**config.mk**
```make
export PLATFORM = sky130hd
export DESIGN_NAME = owsrch_accel
export DESIGN_NICKNAME = d
export VERILOG_FILES = /design/src/rtl/owsrch_accel.sv
export SDC_FILE = /design/constraint.sdc
export NUM_CORES = 1
export LEC_CHECK = 0
export BUFFER_PORTS_ARGS = -buffer_cell sky130_fd_sc_hd__buf_2
export CORE_AREA = 2 2 51 53
export DETAILED_ROUTE_END_ITERATION = 12
export DIE_AREA = 0 0 53 55
export GPL_TIMING_DRIVEN = 0
export PLACE_DENSITY = 0.79
export SYNTH_ARGS = -nofsm -noshare
export SYNTH_HDL_FRONTEND = slang
export SYNTH_SLANG_ARGS = --single-unit
```
**constraint.sdc**
```tcl
create_clock -name clk -period 2.8 [get_ports clk]
set_input_delay 0.56 -clock clk [delete_from_list [all_inputs] [get_ports clk]]
set_output_delay 0.56 -clock clk [all_outputs]
set_load 0.03 [all_outputs]
```
**src/rtl/owsrch_accel.sv**
```systemverilog
module owsrch_accel (
  input  logic       clk,
  input  logic       rst_n,
  input  logic       srch_en,
  input  logic       tx_valid,
  input  logic [7:0] tx_byte,
  input  logic       rx_ack,
  output logic [7:0] rx_byte,
  output logic       rx_full,
  output logic       slot_req,
  output logic       slot_write,
  output logic       slot_wbit,
  input  logic       slot_done,
  input  logic       slot_rbit
);
  localparam int NBITS = 4;

  typedef enum logic [1:0] {S_IDLE, S_RD_TRUE, S_RD_COMP, S_WRITE} st_t;

  st_t        st;
  logic [1:0] bidx;
  logic [NBITS-1:0] pref, flg, chs, flg_n, chs_n;
  logic       rd_t, rd_c;
  logic [2*NBITS-1:0] packed_res;

  wire idle     = (st == S_IDLE);
  wire accept   = srch_en && tx_valid && idle;
  wire cur_pref = pref[bidx];
  wire differ   = rd_t ^ rd_c;

  assign slot_req   = srch_en && !idle;
  assign slot_write = (st == S_WRITE);
  assign slot_wbit  = differ ? rd_t : (rd_t | cur_pref);

  wire slot_end = slot_req && slot_done;
  wire bit_end  = slot_end && slot_write;
  wire byte_end = bit_end && (bidx == 2'(NBITS-1));

  always_comb begin
    flg_n = flg;
    chs_n = chs;
    flg_n[bidx] = ~differ;
    chs_n[bidx] = slot_wbit;
    packed_res = '0;
    for (int k = 0; k < NBITS; k++) begin
      packed_res[2*k]   = flg_n[k];
      packed_res[2*k+1] = chs_n[k];
    end
  end

  always_ff @(posedge clk) begin
    if (!rst_n) begin
      st <= S_IDLE;
      bidx <= '0;
      pref <= '0;
      flg <= '0;
      chs <= '0;
      rd_t <= 1'b0;
      rd_c <= 1'b0;
    end else if (!srch_en) begin
      st <= S_IDLE;
    end else begin
      case (st)
        S_IDLE: if (tx_valid) begin
          for (int k = 0; k < NBITS; k++) pref[k] <= tx_byte[2*k+1];
          bidx <= '0;
          flg <= '0;
          chs <= '0;
          st <= S_RD_TRUE;
        end
        S_RD_TRUE: if (slot_done) begin
          rd_t <= slot_rbit;
          st <= S_RD_COMP;
        end
        S_RD_COMP: if (slot_done) begin
          rd_c <= slot_rbit;
          st <= S_WRITE;
        end
        S_WRITE: if (slot_done) begin
          flg <= flg_n;
          chs <= chs_n;
          bidx <= bidx + 2'd1;
          st <= (bidx == 2'(NBITS-1)) ? S_IDLE : S_RD_TRUE;
        end
        default: st <= S_IDLE;
      endcase
    end
  end

  always_ff @(posedge clk) begin
    if (!rst_n) begin
      rx_full <= 1'b0;
      rx_byte <= '0;
    end else if (byte_end) begin
      rx_full <= 1'b1;
      rx_byte <= packed_res;
    end else if (accept || rx_ack) begin
      rx_full <= 1'b0;
    end
  end
endmodule


```
==> impl_metrics.yaml <==
status:
  status: "finished, final reports clean"
global_route:
  grt_pass1_wl_um: 4080
  grt_max_degree: 15
  globalRouteOverflowTotal: 0
  track_usage: 0.194
  grt_pass1_vias: 959
  antenna_found_initial: 0
sta:
  worstMarginPinSlew_ns: 0.587
  fin_crit_sh: 0.901
  setup_viol: 0
  fmax_mhz: 397
  finalSetupTns_ns: 0
  max_slew_margin: 0.606
  clock_skew_ns: 0.00415
  rsz0062_at_grt: "no"
  finalHoldViolCount: 0
  min_period_ns: 2.52
  finalMaxSlewViolations: 0
layout:
  n_fill_cell: 211
  nets: 186
  syn2layout_area_growth_pct: 13.7
  design_area_mm2: 0.00145
  fin_util: 0.615
  seqCellArea_um2: 500
  mostFrequentLayoutCell: "dfxtp_1"
  final_cell_mix: "dfxtp_1 (25), buf_2 (24), nand2_1 (13), nor2b_1 (11), mux2i_1 (10)"
  multiInputGateArea_um2: 731
  diodes: 0
  drive_above_1_share: 0.235
  final_cell_count_no_fill: 192
pwr:
  peakVddDrop_v: 0.000325
  power_density_mw_per_mm2: 406
  finalPower_mw: 0.590
  power.leakage_nw: 0.653
die:
  core_mm2: 0.00236
  row_count: 18
  fp.dieH_um: 55
  ios: 27
  start_util: 0.541
  die_w_um: 53
  dieArea_mm2: 0.00292
detailed_routing:
  detail_route.wl_per_cell_um: 12.8
  drt_iter0_drc: 14
  via_count: 1039
  post-route-drc-count: 0
  firstDrtPassIters: 4
  antenna_left: 0
  routed_wl_um: 2450
  via_per_inst: 5.41
critical_path:
  critPathBufInv: 2
  worst_path_max_delay_cell: "a221oi_2"
  crit_family: "compound AO/OA/AOI/OAI gates"
  cp_slowest_stage_delay_ns: 0.53
  reg2reg_from: "st[0]$_SDFFE_PN0P_"
  crit_chain: "mux2_2 > a221oi_2 > inv_1 > buf_2"
  r2r_end: "chs[0]$_SDFFE_PN0P_"
  end_kind: "output pin"
  crit_type: "flop to output pin"
  ff2ff_path_depth: 7
  crit_fanout: 6
  cp-start-kind: "flop"
  critPathRequiredTime_ns: 2.24
  ff2ff_setup_slack_ns: 0.79
  arrival_ns: 1.96
hold_path:
  holdPathStages: 2
  hold_path_class: "flop to flop"
  hold_start: "chs[1]$_SDFFE_PN0P_"
  min_to: "chs[1]$_SDFFE_PN0P_"
clocking:
  cts_hold_buf: 0
  tritoncts: "built"
  clk_latency_ns: 0.32
  clockRootBuffer: "clkbuf_4"
  post_cts_resized: 0
  cts_sinks: 25
  clk_pin_slew_ns: 0.14
  cts_made_buffers: 3
  cts_max_path_buffers: 2
  h-tree-depth: 1
  cts_setup_buffers: 0
synth:
  netlist_area_mm2: 0.00128
  yosysWarnings: 0
  avgSynthCellArea_um2: 9.40
  yosysSeqAreaShare: 0.391
  syn_nets: 159
  synth_seq_cells: 25
  synth_cell_types: 34
  synthCells: 136
place:
  port_buffers: 22
  hpwl_um: 1890
  dpl.cell_count: 188
  finalWeightedCongestion: 0.772
  place_area_mm2: 0.00143
job:
  cap_violations: 0
[how the worst max path moves through the flow]
stage / startpoint / endpoint / depth (start not counted)
after floorplan: bidx[0]$_SDFFE_PN0P_ / slot_wbit / 3
after CTS: bidx[0]$_SDFFE_PN0P_ / slot_wbit / 4
after global routing: bidx[0]$_SDFFE_PN0P_ / slot_wbit / 4
after detailed placement: bidx[0]$_SDFFE_PN0P_ / slot_wbit / 4
final: bidx[0]$_SDFFE_PN0P_ / slot_wbit / 4
after global placement: bidx[0]$_SDFFE_PN0P_ / slot_wbit / 4
[registers in the layout, summed over array words and instances (netlist names)]
signal and flops:
chs 3, rd_c 1, bidx 2, st 2, rx_byte 8, pref 4
flg 3, rd_t 1, rx_full 1
[tightest hold or removal path, delay by kind of cell, from the launching register on]
| kind | cells | cell delay [ns] |
|---|---|---|
| AO/OA/AOI/OAI | 1 | 0.05 |
| flip-flops | 1 | 0.34 |
| AND/OR/NAND/NOR | 1 | 0.05 |
[where the power goes]
group | internal [mW] | leakage, nW | switching, mW
Combinational | 0.0269 | 0.434 | 0.0370
Sequential | 0.361 | 0.202 | 0.00392
Clock | 0.0536 | 0.0177 | 0.109
[cells in the mapped netlist (all sizes together)]
cell type,count,area [µm²]
dfxtp,25,500
nand2,13,48.8
nor2b,11,68.8
mux2i,10,100
nor2,9,33.8
ha,8,100
nand3,7,45.0
inv,6,22.5
a21boi,5,48.8
clkbuf,4,15.0
o22ai,4,25.0
a211o,3,26.3
o211a,3,30.0
o21a,3,22.5
o21ai,3,15.0
a21oi,2,10.0
buf,2,10.0
mux2,2,22.5
nand2b,2,12.5
nor3b,2,20.0
o2bb2ai,2,17.5
a221oi,1,15.0
a31o,1,8.76
a32o,1,10.0
and2,1,6.26
nand3b,1,7.51
nor3,1,5.00
o31ai,1,7.51
or3,1,6.26
or3b,1,8.76
xnor2,1,8.76
[routing by layer]
| layer | wire, µm | GRT usage | up-vias |
|---|---|---|---|
| li1 | - | - | 527 |
| met1 | 1120 | 0.233 | 476 |
| met2 | 1200 | 0.346 | 31 |
| met3 | 106 | 0.0323 | 5 |
| met4 | 31 | 0.0812 | 0 |
| met5 | 0 | 0 | - |
[through the flow]
stage | hold WS [ns] | setup WS (ns)
floorplan | 0.430 | 0.862
global placement | 0.436 | 0.662
detailed placement | 0.452 | 0.648
CTS | 0.469 | 0.271
global route | 0.493 | 0.146
finish | 0.463 | 0.278
[final cells by class]
| cell class | instances | share of cell area |
|---|---|---|
| Buffer | 6 | 0.0172 |
| Clock buffer | 3 | 0.0155 |
| Clock inverter | 1 | 0.00344 |
| Inverter | 6 | 0.0155 |
| Multi-Input combinational cell | 99 | 0.503 |
| Sequential cell | 25 | 0.344 |
| Tap cell | 30 | 0.0258 |
| Timing Repair Buffer | 22 | 0.0757 |
[cell families (layout without fill, tap and decap cells)]
| logic type | after synthesis | count (layout) | share of synthesized area |
|---|---|---|---|
| AO/OA/AOI/OAI | 29 | 29 | 0.185 |
| XOR/XNOR | 1 | 1 | 0.00685 |
| adder cells (fa/ha/maj) | 8 | 8 | 0.0783 |
| buffers and inverters | 12 | 38 | 0.0372 |
| flip-flops | 25 | 25 | 0.391 |
| multiplexers | 12 | 12 | 0.0959 |
| AND/OR/NAND/NOR | 49 | 49 | 0.205 |
(Power assumes the default switching activity.)
